### src/rtl/secded_pkg.sv
// Package: shared sizes, the parity-check matrix and the result class type.
// Assumes a 64-bit data word protected by 8 check bits.
package secded_pkg;
    localparam int DATA_W = 64;
    localparam int CHK_W  = 8;
    localparam int IDX_W  = $clog2(DATA_W);

    // Row i selects the data bits folded into check bit i; {upper, lower} word.
    localparam logic [CHK_W-1:0][DATA_W-1:0] ROW_MASK = {
        64'hffff1111_22221114,
        64'h8888ffff_11118882,
        64'h44448888_ffff4441,
        64'h22224444_8888222f,
        64'h11113333_7777000f,
        64'h0f0f0f0f_0f0fff00,
        64'h00ff00ff_00fff0ff,
        64'hf00fe11e_c33c0ff7
    };

    typedef enum logic [1:0] {
        CLS_NONE   = 2'd0,
        CLS_DATA   = 2'd1,
        CLS_CHECK  = 2'd2,
        CLS_UNCORR = 2'd3
    } err_class_t;

    // Syndrome pattern that a single flip of data bit n produces.
    function automatic logic [CHK_W-1:0] column_of(input int n);
        logic [CHK_W-1:0] c;
        for (int i = 0; i < CHK_W; i++) c[i] = ROW_MASK[i][n];
        return c;
    endfunction
endpackage

### src/rtl/secded_parity_gen.sv
// Module: computes the check bits of a data word from the fixed matrix.
// Assumes ROW_MASK in secded_pkg sized DATA_W x CHK_W.
module secded_parity_gen
    import secded_pkg::*;
(
    input  logic [DATA_W-1:0] data_i,
    output logic [CHK_W-1:0]  check_o
);
    // One XOR tree per check bit over the selected data bits.
    for (genvar i = 0; i < CHK_W; i++) begin : g_row
        assign check_o[i] = ^(data_i & ROW_MASK[i]);
    end
endmodule

### src/rtl/secded_locator.sv
// Module: classifies a syndrome and names the faulty bit.
// Assumes data columns are tried first (lowest index wins), then a
// single-bit syndrome names a check bit; anything else is uncorrectable.
module secded_locator
    import secded_pkg::*;
(
    input  logic [CHK_W-1:0] syndrome_i,
    output err_class_t       class_o,
    output logic [IDX_W-1:0] index_o
);
    localparam int CIDX_W = $clog2(CHK_W);

    logic [DATA_W-1:0] col_hit;
    logic              data_hit;
    logic [IDX_W-1:0]  data_idx;
    logic              single_bit;
    logic [CIDX_W-1:0] chk_idx;
    logic              syn_zero;

    assign syn_zero = (syndrome_i == '0);

    // One constant comparator per data column.
    for (genvar n = 0; n < DATA_W; n++) begin : g_col
        localparam logic [CHK_W-1:0] COL = column_of(n);
        assign col_hit[n] = (syndrome_i == COL);
    end

    // Priority pick of the lowest matching data column.
    always_comb begin
        data_hit = 1'b0;
        data_idx = '0;
        for (int n = DATA_W - 1; n >= 0; n--) begin
            if (col_hit[n] && !syn_zero) begin
                data_hit = 1'b1;
                data_idx = IDX_W'(n);
            end
        end
    end

    // Detect a one-hot syndrome and find its set bit.
    always_comb begin
        single_bit = !syn_zero && ((syndrome_i & (syndrome_i - 1'b1)) == '0);
        chk_idx    = '0;
        for (int i = CHK_W - 1; i >= 0; i--) begin
            if (syndrome_i[i]) chk_idx = CIDX_W'(i);
        end
    end

    // Final class and index selection in priority order.
    always_comb begin
        if (syn_zero) begin
            class_o = CLS_NONE;
            index_o = '0;
        end else if (data_hit) begin
            class_o = CLS_DATA;
            index_o = data_idx;
        end else if (single_bit) begin
            class_o = CLS_CHECK;
            index_o = IDX_W'(chk_idx);
        end else begin
            class_o = CLS_UNCORR;
            index_o = '0;
        end
    end
endmodule

### src/rtl/secded_corrector.sv
// Module: inverts the named data or check bit according to the class.
// Assumes index_o semantics of secded_locator; other classes pass through.
module secded_corrector
    import secded_pkg::*;
(
    input  logic [DATA_W-1:0] data_i,
    input  logic [CHK_W-1:0]  check_i,
    input  err_class_t        class_i,
    input  logic [IDX_W-1:0]  index_i,
    output logic [DATA_W-1:0] data_o,
    output logic [CHK_W-1:0]  check_o
);
    logic [DATA_W-1:0] data_flip;
    logic [CHK_W-1:0]  check_flip;

    // Decode the index into a flip mask for data bits.
    for (genvar n = 0; n < DATA_W; n++) begin : g_dflip
        assign data_flip[n] = (class_i == CLS_DATA) && (index_i == IDX_W'(n));
    end

    // Decode the index into a flip mask for check bits.
    for (genvar i = 0; i < CHK_W; i++) begin : g_cflip
        assign check_flip[i] = (class_i == CLS_CHECK) && (index_i == IDX_W'(i));
    end

    assign data_o  = data_i ^ data_flip;
    assign check_o = check_i ^ check_flip;
endmodule

### src/rtl/secded64_decoder.sv
// Module: top of the SECDED decoder; combinational decode, one output register.
// Assumes synchronous active-low reset; results hold while in_valid is low.
module secded64_decoder
    import secded_pkg::*;
(
    input  logic              clk,
    input  logic              rst_n,
    input  logic              in_valid,
    input  logic [63:0]       in_data,
    input  logic [7:0]        in_check,
    output logic              out_valid,
    output logic [7:0]        out_syndrome,
    output logic [1:0]        out_class,
    output logic [5:0]        out_index,
    output logic [63:0]       out_data,
    output logic [7:0]        out_check
);
    logic [CHK_W-1:0]  calc_check;
    logic [CHK_W-1:0]  syndrome;
    err_class_t        cls;
    logic [IDX_W-1:0]  idx;
    logic [DATA_W-1:0] fix_data;
    logic [CHK_W-1:0]  fix_check;

    secded_parity_gen u_gen (
        .data_i  (in_data),
        .check_o (calc_check)
    );

    assign syndrome = calc_check ^ in_check;

    secded_locator u_loc (
        .syndrome_i (syndrome),
        .class_o    (cls),
        .index_o    (idx)
    );

    secded_corrector u_fix (
        .data_i  (in_data),
        .check_i (in_check),
        .class_i (cls),
        .index_i (idx),
        .data_o  (fix_data),
        .check_o (fix_check)
    );

    // Output valid strobe, one cycle behind in_valid.
    always_ff @(posedge clk) begin
        if (!rst_n) out_valid <= 1'b0;
        else        out_valid <= in_valid;
    end

    // Result registers, loaded only for a valid word.
    always_ff @(posedge clk) begin
        if (!rst_n) begin
            out_syndrome <= '0;
            out_class    <= '0;
            out_index    <= '0;
            out_data     <= '0;
            out_check    <= '0;
        end else if (in_valid) begin
            out_syndrome <= syndrome;
            out_class    <= cls;
            out_index    <= idx;
            out_data     <= fix_data;
            out_check    <= fix_check;
        end
    end
endmodule

### config.mk
export PLATFORM = sky130hd
export DESIGN_NAME = secded64_decoder
export DESIGN_NICKNAME = d
export VERILOG_FILES = /design/src/rtl/secded_pkg.sv /design/src/rtl/secded_parity_gen.sv /design/src/rtl/secded_locator.sv /design/src/rtl/secded_corrector.sv /design/src/rtl/secded64_decoder.sv
export SDC_FILE = /design/constraint.sdc
export NUM_CORES = 1
export LEC_CHECK = 0
export BUFFER_PORTS_ARGS = -buffer_cell sky130_fd_sc_hd__buf_2
export CAP_MARGIN = 25
export CORE_UTILIZATION = 42
export CTS_BUF_LIST = sky130_fd_sc_hd__clkbuf_4
export CTS_CLUSTER_DIAMETER = 30
export DETAILED_ROUTE_END_ITERATION = 10
export GPL_TIMING_DRIVEN = 0
export MAX_ROUTING_LAYER = met4
export PLACE_DENSITY_LB_ADDON = 0.05
export SLEW_MARGIN = 25
export SYNTH_ARGS = -nofsm -noshare
export SYNTH_HDL_FRONTEND = slang
export SYNTH_SLANG_ARGS = --single-unit
### constraint.sdc
create_clock -name clk -period 4.7 [get_ports clk]
set_input_delay 0.235 -clock clk [delete_from_list [all_inputs] [get_ports clk]]
set_output_delay 0.235 -clock clk [all_outputs]
set_load 0.005 [all_outputs]
==> results of run 1 <==
==> per-stage QoR <==
stage / setup WS, ns / cells / utilization [%] / setup TNS (ns)
after global routing: 0.133 / 1183 / 51.1 / 0
final: 0.209 / 1183 / 51.1 / 0
after floorplan: 1.13 / 787 / - / 0
after global placement: -0.499 / 1165 / 50.0 / -0.910
after detailed placement: -0.304 / 1165 / 50.1 / -0.320
after CTS: 0.231 / 1181 / 51.0 / 0
==> layer usage <==
layer,up-vias,track usage (%),wire length (µm)
met5,-,-,0
met4,0,10.6,677
met3,38,5.13,2150
met2,297,50.8,11800
met1,3273,45.0,12400
li1,3125,-,-
==> worst max-delay path, cell delays in order <==
cell	delay, ns
buf_2	0.14
xor2_1	0.16
xnor2_1	0.51
xnor3_1	0.57
xnor2_1	0.59
nand4_1	0.74
nor4_2	0.63
a221oi_1	0.18
nand4_1	0.25
a2111oi_2	0.12
nor4_2	0.49
xnor2_1	0.17
o22ai_1	0.08
==> kinds of logic (layout without fill, tap and decap cells) <==
kind of cell	Yosys count	in the layout	synth area share [%]
AOI/OAI and AO/OA	167	167	19.4
xor gates and xnor gates	191	191	31.3
buffers and inverters	50	228	2.91
DFF	89	89	25.8
muxes	8	8	1.16
other	0	2	0
and+or+nand+nor	282	282	19.5
==> worst min-delay path by stage <==
stage | end | slack, ns | cells after the start
6_report | out_check[4]$_SDFFE_PN0P_ | 0.08 | 3
3_5_place_dp | out_check[4]$_SDFFE_PN0P_ | 0.46 | 2
3_3_place_gp | out_data[57]$_SDFFE_PN0P_ | 0.45 | 1
4_1_cts | out_check[4]$_SDFFE_PN0P_ | 0.06 | 3
2_1_floorplan | out_check[4]$_SDFFE_PN0P_ | 0.41 | 2
5_1_grt | out_check[4]$_SDFFE_PN0P_ | 0.08 | 3
==> cell usage after synthesis (all sizes together), types with 4 or more instances <==
library cell,count
xnor3,26
xor2,53
buf,14
o211a,68
dfxtp,89
nand3,31
nand2,116
and3,4
nor3,16
xnor2,107
o21ai,36
nand4,10
nor3b,4
nor2b,12
a211oi,4
mux2i,8
a21boi,4
xor3,5
a21oi,22
or3,22
clkbuf,32
nor2,50
nor4,6
==> state kept, by name, indices dropped and copies added (netlist names) <==
register / count
out_syndrome: 8
out_valid: 1
out_class: 2
out_data: 64
out_check: 8
out_index: 6
==> layout make-up <==
type	instances	share of cell area (%)
multi-input cells	648	60.7
flip-flops and latches	89	21.8
repair buffers	162	9.92
well taps	216	3.31
plain buffers	46	2.28
clock buffers	12	1.10
clock inverters	4	0.658
inverters	4	0.184
diodes	2	0.0612
==> where the power goes <==
| part | switching (µW) | internal (µW) |
|---|---|---|
| clock network | 285 | 181 |
| logic | 3920 | 1760 |
| registers | 52.6 | 871 |
| total | 4260 | 2810 |
==> impl_results.html, run 1 <==
<table>
<tr><th>Metric</th><th>Value</th></tr>
<tr><th colspan="2">Outcome</th></tr>
<tr><td>Result of the run</td><td>finished, final reports clean</td></tr>
<tr><th colspan="2">Global routing</th></tr>
<tr><td>First-pass GRT wire length</td><td>39400 µm</td></tr>
<tr><td>Initial antenna violation count</td><td>1</td></tr>
<tr><td>Largest net degree at the start of global routing</td><td>15</td></tr>
<tr><td>Total congestion overflow after global routing</td><td>0</td></tr>
<tr><td>Via count of the first global-routing pass</td><td>6393</td></tr>
<tr><td>Aggregate global-route resource usage</td><td>33.3%</td></tr>
<tr><th colspan="2">Synth</th></tr>
<tr><td>FFs w/ async S/R, synth</td><td>0%</td></tr>
<tr><td>Average footprint of a synthesized cell</td><td>8.79 µm²</td></tr>
<tr><td>Ys flop type</td><td>dfxtp_1</td></tr>
<tr><td>Dominant cells by area after synthesis</td><td>dfxtp_1 26%, xnor2_1 13%, o211a_1 9.8%, xnor3_1 8.1%, xor2_1 6.5%</td></tr>
<tr><td>EDFF count, synth</td><td>0</td></tr>
<tr><td>Cell taking the most area after synthesis</td><td>dfxtp_1</td></tr>
<tr><td>Synthesized area</td><td>6920 µm²</td></tr>
<tr><td>Sequential area share after synthesis</td><td>25.8%</td></tr>
<tr><td>Share of the synthesized area in the top cell type</td><td>25.8%</td></tr>
<tr><td>Post-synthesis cell type count</td><td>66</td></tr>
<tr><td>Synthesized netlist cell count</td><td>787</td></tr>
<tr><td>Syn nets</td><td>862</td></tr>
<tr><td>Total of flip-flops plus latches after synthesis</td><td>89</td></tr>
<tr><td>Synthesis Warnings</td><td>0</td></tr>
<tr><th colspan="2">Die</th></tr>
<tr><td>Chip Width</td><td>130 µm</td></tr>
<tr><td>Placeable core area</td><td>16000 µm²</td></tr>
<tr><td>Area of the die</td><td>17000 µm²</td></tr>
<tr><td>Number of rows created at floorplan</td><td>46</td></tr>
<tr><td>DIE HEIGHT</td><td>130 µm</td></tr>
<tr><td>Starting Density</td><td>43.2%</td></tr>
<tr><td># IOs</td><td>164</td></tr>
<tr><th colspan="2">Clock network</th></tr>
<tr><td>Clock latency on the worst-skew pair</td><td>0.49 ns</td></tr>
<tr><td>CTS H-tree lvls</td><td>3</td></tr>
<tr><td>CTS sink count</td><td>89</td></tr>
<tr><td>Post-cts resize count</td><td>0</td></tr>
<tr><td>Clk buf depth</td><td>2</td></tr>
<tr><td>Number of setup buffers added after CTS</td><td>0</td></tr>
<tr><td>TritonCTS clock tree</td><td>yes</td></tr>
<tr><td>Number of buffers inserted during clock tree synthesis</td><td>9</td></tr>
<tr><td>Clock root buffer master</td><td>clkbuf_4</td></tr>
<tr><td>Hold-fix buffers at CTS</td><td>0</td></tr>
<tr><td>Clk slew on worst S/H paths</td><td>0.14 ns</td></tr>
<tr><th colspan="2">Timing</th></tr>
<tr><td>Achievable frequency</td><td>223 MHz</td></tr>
<tr><td>Final Cycle Share</td><td>95.6%</td></tr>
<tr><td>Max-slew violation count</td><td>0</td></tr>
<tr><td>Measured slew at the worst slew-check pin</td><td>1.01 ns</td></tr>
<tr><td>Slew margin rel.</td><td>32.5%</td></tr>
<tr><td>RSZ-0062 raised after global routing</td><td>false</td></tr>
<tr><td>Crit path time final</td><td>4.49 ns</td></tr>
<tr><td>Clock skew after layout</td><td>0 ns</td></tr>
<tr><td>Total setup violations reported at the end of the flow</td><td>0</td></tr>
<tr><td>Final worst hold slack</td><td>0.0833 ns</td></tr>
<tr><td>Number of hold violations in the final report</td><td>0</td></tr>
<tr><th colspan="2">Finish</th></tr>
<tr><td>Area Growth Syn to Fin</td><td>18.2%</td></tr>
<tr><td>Share of final-layout standard cells stronger than drive strength 1</td><td>21.5%</td></tr>
<tr><td>Area taken by flip-flops and latches</td><td>1780 µm²</td></tr>
<tr><td>Post-route standard cell area excluding fillers</td><td>8180 µm²</td></tr>
<tr><td>Area used by multi-input combinational logic</td><td>4960 µm²</td></tr>
<tr><td>Most frequent cells in the layout</td><td>167 x buf_2, 116 x nand2_1, 103 x xnor2_1</td></tr>
<tr><td>Final-layout fill cell count</td><td>1632</td></tr>
<tr><td>Leading cell type in the layout, fill and taps excluded</td><td>buf_2</td></tr>
<tr><td>Final layout net count</td><td>1035</td></tr>
<tr><th colspan="2">Power and ir drop</th></tr>
<tr><td>Final Total Pwr</td><td>7070 µW</td></tr>
<tr><td>Power density normalized to cell area</td><td>865 nW/µm²</td></tr>
<tr><td>Worst vdd ir</td><td>434 µV</td></tr>
<tr><td>Leakage power total</td><td>0.00388 µW</td></tr>
<tr><th colspan="2">Setup path</th></tr>
<tr><td>Critical path fanouts, max</td><td>9</td></tr>
<tr><td>Cell count of the worst reg-to-reg path</td><td>2</td></tr>
<tr><td>Critical Path End Type</td><td>flip-flop</td></tr>
<tr><td>Startpoint type of the worst setup path</td><td>input port</td></tr>
<tr><td>Capture instance of the worst register-to-register path</td><td>out_index[5]$_SDFFE_PN0P_</td></tr>
<tr><td>Arrival time at the worst endpoint</td><td>4.86 ns</td></tr>
<tr><td>Class of the most critical setup path</td><td>input port to flip-flop</td></tr>
<tr><td>CP Data Required Time</td><td>5.07 ns</td></tr>
<tr><td>Worst reg-to-reg setup slack</td><td>3.87 ns</td></tr>
<tr><td>Beginning of the critical path</td><td>in_data[18]</td></tr>
<tr><td>Destination of the critical timing path</td><td>out_check[4]$_SDFFE_PN0P_</td></tr>
<tr><td>Startpoint of the most critical register-to-register path</td><td>out_index[5]$_SDFFE_PN0P_</td></tr>
<tr><th colspan="2">Route</th></tr>
<tr><td>Final Routed Wirelength</td><td>27100 µm</td></tr>
<tr><td>Detailed Routing Iterations Pass 1</td><td>7</td></tr>
<tr><td>Number of nets with antenna violations after detailed routing</td><td>0</td></tr>
<tr><td>Residual DRC count</td><td>0</td></tr>
<tr><td>Routed via count</td><td>6733</td></tr>
<tr><td>Via-per-instance ratio</td><td>5.69</td></tr>
<tr><td>Routed length per placed instance</td><td>22.9 µm</td></tr>
<tr><td>Starting DRC count in detailed routing</td><td>479</td></tr>
<tr><th colspan="2">Place</th></tr>
<tr><td>Area post-placement</td><td>8020 µm²</td></tr>
<tr><td>PortBufs</td><td>162</td></tr>
<tr><td>Final estimated routing congestion in global placement</td><td>0.997</td></tr>
<tr><td>Post-detailed-placement half-perimeter wirelength</td><td>21600 µm</td></tr>
<tr><th colspan="2">Job</th></tr>
<tr><td>Max-cap violation count</td><td>0</td></tr>
<tr><th colspan="2">Worst hold path</th></tr>
<tr><td>Source of the worst hold timing path</td><td>in_check[4]</td></tr>
<tr><td>Worst hold path type</td><td>input port to flip-flop</td></tr>
</table>
Power figures use the tool's default switching activity.
==> run 2, diff against run 1 <==
Settings changed: MAX_ROUTING_LAYER met4 to default.
==> run 2 against run 1 <==
Against the previous run:
- wire length fell by 0.17%
- clock skew unchanged
- flip-flop and latch count did not move
- maximum frequency rose by 0.77%
- design area hardly changed
- global-route usage is 0.94 points lower
- critical path depth did not move
- clock-buffer cell count unchanged
- clock power up 2%
- via count decreased by 0.28%
==> impl_results.html, run 2 (same netlist as run 1, synthesis figures left out) <==
<table>
<tr><th>Metric</th><th>Value</th></tr>
<tr><th colspan="2">Finish</th></tr>
<tr><td>Registers with the most flip-flops</td><td>out_data: 64 flops, out_check: 8 flops, out_syndrome: 8 flops</td></tr>
<tr><td>Final layout net count</td><td>1035 (unchanged)</td></tr>
<tr><td>Area Growth Syn to Fin</td><td>18.2% (about the same)</td></tr>
<tr><td>Register with the most flip-flops</td><td>out_data</td></tr>
<tr><td>Flip-flop count of the largest register, all copies and words added</td><td>64 (unchanged)</td></tr>
<tr><td>Leading cell type in the layout, fill and taps excluded</td><td>buf_2</td></tr>
<tr><td>Non-filler instance count after layout</td><td>1182 (-0.085%)</td></tr>
<tr><td>Share of the core filled with cells</td><td>51.1% (about the same)</td></tr>
<tr><td>Most frequent cells in the layout</td><td>167 x buf_2, 116 x nand2_1, 103 x xnor2_1</td></tr>
<tr><td>Share of final-layout standard cells stronger than drive strength 1</td><td>21.5% (unchanged)</td></tr>
<tr><th colspan="2">Clock network</th></tr>
<tr><td>Number of buffers inserted during clock tree synthesis</td><td>9 (unchanged)</td></tr>
<tr><td>Clk buf depth</td><td>2 (unchanged)</td></tr>
<tr><td>CTS H-tree lvls</td><td>3 (unchanged)</td></tr>
<tr><td>TritonCTS clock tree</td><td>yes</td></tr>
<tr><td>CTS sink count</td><td>89 (unchanged)</td></tr>
<tr><td>Hold-fix buffers at CTS</td><td>0 (unchanged)</td></tr>
<tr><td>Clock latency on the worst-skew pair</td><td>0.50 ns (about the same)</td></tr>
<tr><td>Clock root buffer master</td><td>clkbuf_4</td></tr>
<tr><td>Clk slew on worst S/H paths</td><td>0.15 ns (about the same)</td></tr>
<tr><th colspan="2">Timing</th></tr>
<tr><td>RSZ-0062 raised after global routing</td><td>false</td></tr>
<tr><td>Final Worst Setup Slack</td><td>0.243 ns (+0.0342 ns)</td></tr>
<tr><td>Final worst hold slack</td><td>0.0635 ns (-0.0198 ns)</td></tr>
<tr><td>Slew margin rel.</td><td>30.4% (-2.1 points)</td></tr>
<tr><td>Number of hold violations in the final report</td><td>0 (unchanged)</td></tr>
<tr><td>Final Cycle Share</td><td>94.8% (-0.73 points)</td></tr>
<tr><td>Clock skew after layout</td><td>0 ns (unchanged)</td></tr>
<tr><td>Crit path time final</td><td>4.46 ns (-0.0342 ns)</td></tr>
<tr><td>Measured slew at the worst slew-check pin</td><td>1.04 ns (+0.0373 ns)</td></tr>
<tr><td>Total setup violations reported at the end of the flow</td><td>0 (unchanged)</td></tr>
<tr><td>Achievable frequency</td><td>224 MHz (+0.77%)</td></tr>
<tr><td>Max-slew violation count</td><td>0 (unchanged)</td></tr>
<tr><th colspan="2">Die</th></tr>
<tr><td># IOs</td><td>164 (unchanged)</td></tr>
<tr><td>Chip Width</td><td>130 µm (unchanged)</td></tr>
<tr><td>Starting Density</td><td>43.2% (unchanged)</td></tr>
<tr><td>Number of rows created at floorplan</td><td>46 (unchanged)</td></tr>
<tr><td>Placeable core area</td><td>16000 µm² (unchanged)</td></tr>
<tr><td>Area of the die</td><td>17000 µm² (unchanged)</td></tr>
<tr><td>DIE HEIGHT</td><td>130 µm (unchanged)</td></tr>
<tr><th colspan="2">Global routing</th></tr>
<tr><td>Total congestion overflow after global routing</td><td>0 (unchanged)</td></tr>
<tr><td>Via count of the first global-routing pass</td><td>6282 (-1.7%)</td></tr>
<tr><td>Aggregate global-route resource usage</td><td>32.4% (-0.94 points)</td></tr>
<tr><td>Largest net degree at the start of global routing</td><td>15 (unchanged)</td></tr>
<tr><td>First-pass GRT wire length</td><td>39200 µm (-0.61%)</td></tr>
<tr><td>Initial antenna violation count</td><td>1 (unchanged)</td></tr>
<tr><th colspan="2">Route</th></tr>
<tr><td>Via-per-instance ratio</td><td>5.68 (-0.20%)</td></tr>
<tr><td>Detailed Routing Iterations Pass 1</td><td>7 (unchanged)</td></tr>
<tr><td>Routed length per placed instance</td><td>22.9 µm (about the same)</td></tr>
<tr><td>Starting DRC count in detailed routing</td><td>591 (+23%)</td></tr>
<tr><td>Routed via count</td><td>6714 (-0.28%)</td></tr>
<tr><td>Residual DRC count</td><td>0 (unchanged)</td></tr>
<tr><td>Number of nets with antenna violations after detailed routing</td><td>0 (unchanged)</td></tr>
<tr><td>Final Routed Wirelength</td><td>27000 µm (-0.17%)</td></tr>
<tr><th colspan="2">Power and ir drop</th></tr>
<tr><td>Combinational Power Share</td><td>80.1% (-0.3 points)</td></tr>
<tr><td>Switching share of power</td><td>60.0% (-0.20 points)</td></tr>
<tr><td>Power density normalized to cell area</td><td>861 nW/µm² (-0.47%)</td></tr>
<tr><td>Leakage power total</td><td>0.00388 µW (about the same)</td></tr>
<tr><td>Worst vdd ir</td><td>443 µV (+2.0%)</td></tr>
<tr><td>Net load switching power</td><td>4220 µW (-0.84%)</td></tr>
<tr><td>Final Total Pwr</td><td>7040 µW (-0.50%)</td></tr>
<tr><td>Cell internal pwr</td><td>2810 µW (about the same)</td></tr>
<tr><td>Portion of total power attributed to the clock network</td><td>6.7% (about the same)</td></tr>
<tr><td>Power share of the sequential group</td><td>13.1% (about the same)</td></tr>
<tr><th colspan="2">Setup path</th></tr>
<tr><td>Startpoint type of the worst setup path</td><td>input port</td></tr>
<tr><td>Most Frequent Cell on Critical Path</td><td>xnor2_1</td></tr>
<tr><td>Bufs and invs on worst path</td><td>1 (unchanged)</td></tr>
<tr><td>Arrival time at the worst endpoint</td><td>4.85 ns (about the same)</td></tr>
<tr><td>Maximum cell stage delay along the critical path</td><td>0.72 ns (-0.02 ns)</td></tr>
<tr><td>Delay-heaviest family, CP</td><td>simple AND/OR/NAND/NOR gates</td></tr>
<tr><td>CP Data Required Time</td><td>5.09 ns (+0.02 ns)</td></tr>
<tr><td>CP max stage cell</td><td>nor4_2</td></tr>
<tr><td>Critical path fanouts, max</td><td>9 (unchanged)</td></tr>
<tr><td>Worst-path cell chain</td><td>buf_2 &gt; xor2_1 &gt; xnor2_1 &gt; xnor3_1 &gt; xnor2_1 &gt; nand4_1 &gt; nor4_2 &gt; a221oi_1 &gt; nand4_1 &gt; a2111oi_2 &gt; nor4_2 &gt; xnor2_1 &gt; o22ai_1</td></tr>
<tr><td>Critical Path End Type</td><td>flip-flop</td></tr>
<tr><td>Class of the most critical setup path</td><td>input port to flip-flop</td></tr>
<tr><th colspan="2">Outcome</th></tr>
<tr><td>Result of the run</td><td>finished, final reports clean</td></tr>
<tr><th colspan="2">Place</th></tr>
<tr><td>PortBufs</td><td>162 (unchanged)</td></tr>
<tr><td>DP Cell Count</td><td>1165 (unchanged)</td></tr>
<tr><td>Setup Slack @ Placement</td><td>-0.330 ns (-0.0266 ns)</td></tr>
<tr><td>Final estimated routing congestion in global placement</td><td>1.02 (+1.9%)</td></tr>
<tr><td>Post-detailed-placement half-perimeter wirelength</td><td>21400 µm (-0.66%)</td></tr>
<tr><th colspan="2">Worst hold path</th></tr>
<tr><td>Worst hold path type</td><td>input port to flip-flop</td></tr>
<tr><th colspan="2">Job</th></tr>
<tr><td>Max-cap violation count</td><td>0 (unchanged)</td></tr>
</table>
==> run 2: changes by cell type in the layout (fill, tap and decap cells not counted) <==
cell,change
diode_2,-1
==> run 2: power by group through the flow <==
stage               Combinational [µW]  Sequential, µW  Clock (µW)
global route                      5930             939         509
finish                            5640             923         475
detailed placement                5430             940           0
floorplan                         3640             952           0
CTS                               5460             923         484
global placement                  5470             939           0
==> run 2: what timing repair did <==
action,CTS,global route
endpoints found under the setup margin,0,1
setup buffers,0,0
resized for setup,0,1
==> run 2: metal layers <==
metal	routed length [µm]	track usage (%)
met1	12100	45.3
met2	11700	49.7
met4	744	11.7
met3	2430	5.78
met5	0	0
==> run 2: through the flow <==
stage | TNS (ns) | cell area (µm²)
after floorplan | 0 | 6920
after global placement | -0.776 | 8000
after detailed placement | -0.393 | 8020
after CTS | 0 | 8160
after global routing | 0 | 8170
final | 0 | 8170
==> run 2: layout make-up <==
class,count,area [µm²]
plain buffers,46,186
inverters,4,15.0
clock buffers,12,90.1
clock inverters,4,53.8
flip-flops and latches,89,1780
fillers,1659,7830
diodes,1,2.50
repair buffers,162,811
well taps,216,270
multi-input cells,648,4960
==> run 2: worst reg2reg max path, stage by stage, from the launching register on <==
cell and delay [ns]:
dfxtp_1 0.34, or2_2 0.27, o311a_1 0.12
==> run 2: worst paths after layout <==
path                             start                        end  slack, ns  cells past startpoint
max                        in_data[16]  out_check[4]$_SDFFE_PN0P_       0.24                     13
min                        in_check[4]  out_check[4]$_SDFFE_PN0P_       0.06                      3
max reg2reg  out_index[5]$_SDFFE_PN0P_  out_index[5]$_SDFFE_PN0P_       3.88                      2
min reg2reg  out_check[4]$_SDFFE_PN0P_  out_check[4]$_SDFFE_PN0P_       0.48                      2
==> run 3, diff against run 2 <==
Clock period 4.7 ns to 3.7 ns, I/O delays scaled along.
==> run 3 against run 2 <==
Against the previous run:
- wire length rose by 0.48%
- sequential share of layout area is 0.81 points lower
- hold slack got worse by 0.038 ns
- via count up 1.6%
- clock skew unchanged
- global-route usage hardly changed
- critical path type unchanged
==> impl_results.html, run 3 (same netlist as run 1, synthesis figures left out) <==
<table>
<tr><th>Metric</th><th>Value</th></tr>
<tr><th colspan="2">Route</th></tr>
<tr><td>Number of nets with antenna violations after detailed routing</td><td>0 (unchanged)</td></tr>
<tr><td>Residual DRC count</td><td>0 (unchanged)</td></tr>
<tr><td>Routed length per placed instance</td><td>22.6 µm (-0.94%)</td></tr>
<tr><td>Detailed Routing Iterations Pass 1</td><td>5 (-2)</td></tr>
<tr><td>Final Routed Wirelength</td><td>27200 µm (+0.48%)</td></tr>
<tr><td>Routed via count</td><td>6820 (+1.6%)</td></tr>
<tr><td>Starting DRC count in detailed routing</td><td>543 (-8.1%)</td></tr>
<tr><td>Via-per-instance ratio</td><td>5.69 (+0.14%)</td></tr>
<tr><th colspan="2">Die</th></tr>
<tr><td>Placeable core area</td><td>16000 µm² (unchanged)</td></tr>
<tr><td>Starting Density</td><td>43.2% (unchanged)</td></tr>
<tr><td>DIE HEIGHT</td><td>130 µm (unchanged)</td></tr>
<tr><td># IOs</td><td>164 (unchanged)</td></tr>
<tr><td>Number of rows created at floorplan</td><td>46 (unchanged)</td></tr>
<tr><td>Chip Width</td><td>130 µm (unchanged)</td></tr>
<tr><td>Area of the die</td><td>17000 µm² (unchanged)</td></tr>
<tr><th colspan="2">Clock network</th></tr>
<tr><td>Clk buf depth</td><td>2 (unchanged)</td></tr>
<tr><td>Clock latency on the worst-skew pair</td><td>0.49 ns (about the same)</td></tr>
<tr><td>Clock root buffer master</td><td>clkbuf_4</td></tr>
<tr><td>Clk slew on worst S/H paths</td><td>0.15 ns (about the same)</td></tr>
<tr><td>CTS sink count</td><td>89 (unchanged)</td></tr>
<tr><td>TritonCTS clock tree</td><td>yes</td></tr>
<tr><td>Number of buffers inserted during clock tree synthesis</td><td>9 (unchanged)</td></tr>
<tr><td>Hold-fix buffers at CTS</td><td>0 (unchanged)</td></tr>
<tr><td>CTS H-tree lvls</td><td>3 (unchanged)</td></tr>
<tr><th colspan="2">Timing</th></tr>
<tr><td>Slew margin rel.</td><td>32.3% (+2.0 points)</td></tr>
<tr><td>Measured slew at the worst slew-check pin</td><td>1.01 ns (-0.0293 ns)</td></tr>
<tr><td>Clock skew after layout</td><td>0 ns (unchanged)</td></tr>
<tr><td>Final Cycle Share</td><td>97.9%</td></tr>
<tr><td>Total setup violations reported at the end of the flow</td><td>0 (unchanged)</td></tr>
<tr><td>Achievable frequency</td><td>276 MHz</td></tr>
<tr><td>Number of hold violations in the final report</td><td>0 (unchanged)</td></tr>
<tr><td>Final Worst Setup Slack</td><td>0.0772 ns (-0.166 ns)</td></tr>
<tr><td>RSZ-0062 raised after global routing</td><td>true</td></tr>
<tr><td>Max-slew violation count</td><td>0 (unchanged)</td></tr>
<tr><td>Crit path time final</td><td>3.62 ns</td></tr>
<tr><th colspan="2">Setup path</th></tr>
<tr><td>Startpoint of the most critical register-to-register path</td><td>out_index[5]$_SDFFE_PN0P_</td></tr>
<tr><td>Critical Path End Type</td><td>flip-flop</td></tr>
<tr><td>Critical path fanouts, max</td><td>10 (+1)</td></tr>
<tr><td>Worst reg-to-reg setup slack</td><td>2.88 ns (-1.00 ns)</td></tr>
<tr><td>Destination of the critical timing path</td><td>out_index[2]$_SDFFE_PN0P_</td></tr>
<tr><td>Cell count of the worst reg-to-reg path</td><td>2 (unchanged)</td></tr>
<tr><td>Capture instance of the worst register-to-register path</td><td>out_index[5]$_SDFFE_PN0P_</td></tr>
<tr><td>CP Data Required Time</td><td>4.08 ns (-1.01 ns)</td></tr>
<tr><td>Beginning of the critical path</td><td>in_data[20]</td></tr>
<tr><td>Arrival time at the worst endpoint</td><td>4.01 ns (-0.84 ns)</td></tr>
<tr><td>Class of the most critical setup path</td><td>input port to flip-flop</td></tr>
<tr><td>Startpoint type of the worst setup path</td><td>input port</td></tr>
<tr><th colspan="2">Worst hold path</th></tr>
<tr><td>Source of the worst hold timing path</td><td>in_check[4]</td></tr>
<tr><td>Worst hold path type</td><td>input port to flip-flop</td></tr>
<tr><th colspan="2">Global routing</th></tr>
<tr><td>Aggregate global-route resource usage</td><td>32.4% (about the same)</td></tr>
<tr><td>Initial antenna violation count</td><td>1 (unchanged)</td></tr>
<tr><td>Largest net degree at the start of global routing</td><td>15 (unchanged)</td></tr>
<tr><td>First-pass GRT wire length</td><td>39200 µm (about the same)</td></tr>
<tr><td>Via count of the first global-routing pass</td><td>6325 (+0.68%)</td></tr>
<tr><td>Total congestion overflow after global routing</td><td>0 (unchanged)</td></tr>
<tr><th colspan="2">Place</th></tr>
<tr><td>Final estimated routing congestion in global placement</td><td>1.02 (unchanged)</td></tr>
<tr><td>Post-detailed-placement half-perimeter wirelength</td><td>21400 µm (unchanged)</td></tr>
<tr><td>Area post-placement</td><td>8020 µm² (unchanged)</td></tr>
<tr><td>Setup Slack @ Placement</td><td>-1.28 ns (-0.950 ns)</td></tr>
<tr><td>PortBufs</td><td>162 (unchanged)</td></tr>
<tr><td>DP Cell Count</td><td>1165 (unchanged)</td></tr>
<tr><th colspan="2">Finish</th></tr>
<tr><td>Register with the most flip-flops</td><td>out_data</td></tr>
<tr><td>Flip-flop count of the largest register, all copies and words added</td><td>64 (unchanged)</td></tr>
<tr><td>Registers with the most flip-flops</td><td>out_data: 64 flops, out_check: 8 flops, out_syndrome: 8 flops</td></tr>
<tr><td>Final layout net count</td><td>1052 (+1.6%)</td></tr>
<tr><td>Post-route standard cell area excluding fillers</td><td>8490 µm² (+3.8%)</td></tr>
<tr><td>Non-filler instance count after layout</td><td>1199 (+1.4%)</td></tr>
<tr><td>Share of final-layout standard cells stronger than drive strength 1</td><td>25.9% (+4.4 points)</td></tr>
<tr><td>Leading cell type in the layout, fill and taps excluded</td><td>buf_2</td></tr>
<tr><td>Most frequent cells in the layout</td><td>167 x buf_2, 116 x nand2_1, 94 x xnor2_1</td></tr>
<tr><td>Area Growth Syn to Fin</td><td>22.7%</td></tr>
<tr><td>Final-layout fill cell count</td><td>1645 (-0.84%)</td></tr>
<tr><th colspan="2">Job</th></tr>
<tr><td>Max-cap violation count</td><td>0 (unchanged)</td></tr>
<tr><th colspan="2">Outcome</th></tr>
<tr><td>Result of the run</td><td>finished, final reports clean</td></tr>
</table>
## run 3: cell types whose count changed in the layout (fill, tap and decap cells not counted), moves of 3 or more
cell / previous run / this run
buf_4: 0 / 17
xnor2_1: 103 / 94
xnor2_2: 3 / 12
clkbuf_1: 32 / 25
clkbuf_2: 0 / 7
nor3_2: 4 / 1
nor3_4: 1 / 4
xnor3_1: 25 / 22
xnor3_2: 1 / 4
## run 3: per-stage QoR
step | setup TNS, ns | hold WS [ns] | util, %
2_1_floorplan | 0 | 0.359 | -
3_3_place_gp | -18.60 | 0.455 | 50.0
3_5_place_dp | -15.99 | 0.462 | 50.1
4_1_cts | -0.00235 | 0.0162 | 52.1
5_1_grt | -0.000216 | 0.0296 | 53.0
6_report | 0 | 0.0257 | 53.0
## run 3: what timing repair did
| item | CTS | global route |
|---|---|---|
| gates cloned | 0 | 0 |
| buffers inserted | 5 | 12 |
| setup endpoints to repair | 12 | 6 |
| resized for setup | 23 | 24 |
| pin swaps | 4 | 10 |
## run 3: worst min path at each step
stage                                end  depth (start not counted)
2_1_floorplan  out_check[4]$_SDFFE_PN0P_                          2
3_3_place_gp   out_data[61]$_SDFFE_PN0P_                          1
6_report       out_check[4]$_SDFFE_PN0P_                          3
3_5_place_dp   out_data[61]$_SDFFE_PN0P_                          1
4_1_cts        out_check[4]$_SDFFE_PN0P_                          3
5_1_grt        out_check[4]$_SDFFE_PN0P_                          3
## run 3: cell type report
type | count | area (µm²) | share of cell area (%)
antenna | 1 | 2.50 | 0.0295
buffer | 46 | 199 | 2.34
clock buffer | 12 | 90.1 | 1.06
clock inverter | 4 | 53.8 | 0.634
inverter | 4 | 15.0 | 0.177
multi-input combinational | 648 | 5140 | 60.5
sequential | 89 | 1780 | 21.0
tap | 216 | 270 | 3.18
timing repair buffer | 179 | 938 | 11.1
## run 3: critical path, cell delays in order
cell and delay, ns:
buf_2 0.17, xnor3_1 0.47, xnor2_2 0.18, xnor3_1 0.46, xor3_2 0.51, buf_2 0.25
nand2_1 0.18, a21oi_1 0.17, a221oi_2 0.33, nand4_1 0.22, a2111oi_4 0.48, buf_4 0.21
nand2_1 0.05, o211a_1 0.12
## run 3: per-layer routing
| layer | up-vias | track usage (%) | share of wire [%] |
|---|---|---|---|
| met5 | - | 0 | 0 |
| met4 | 0 | 11.9 | 3.1 |
| met3 | 45 | 6.60 | 9.3 |
| met2 | 332 | 49.7 | 43 |
| met1 | 3267 | 44.8 | 45 |
| li1 | 3176 | - | - |
Power of run 3 is not shown: default switching activity piles up to over one toggle a cycle in this logic, so the estimate is an artifact.
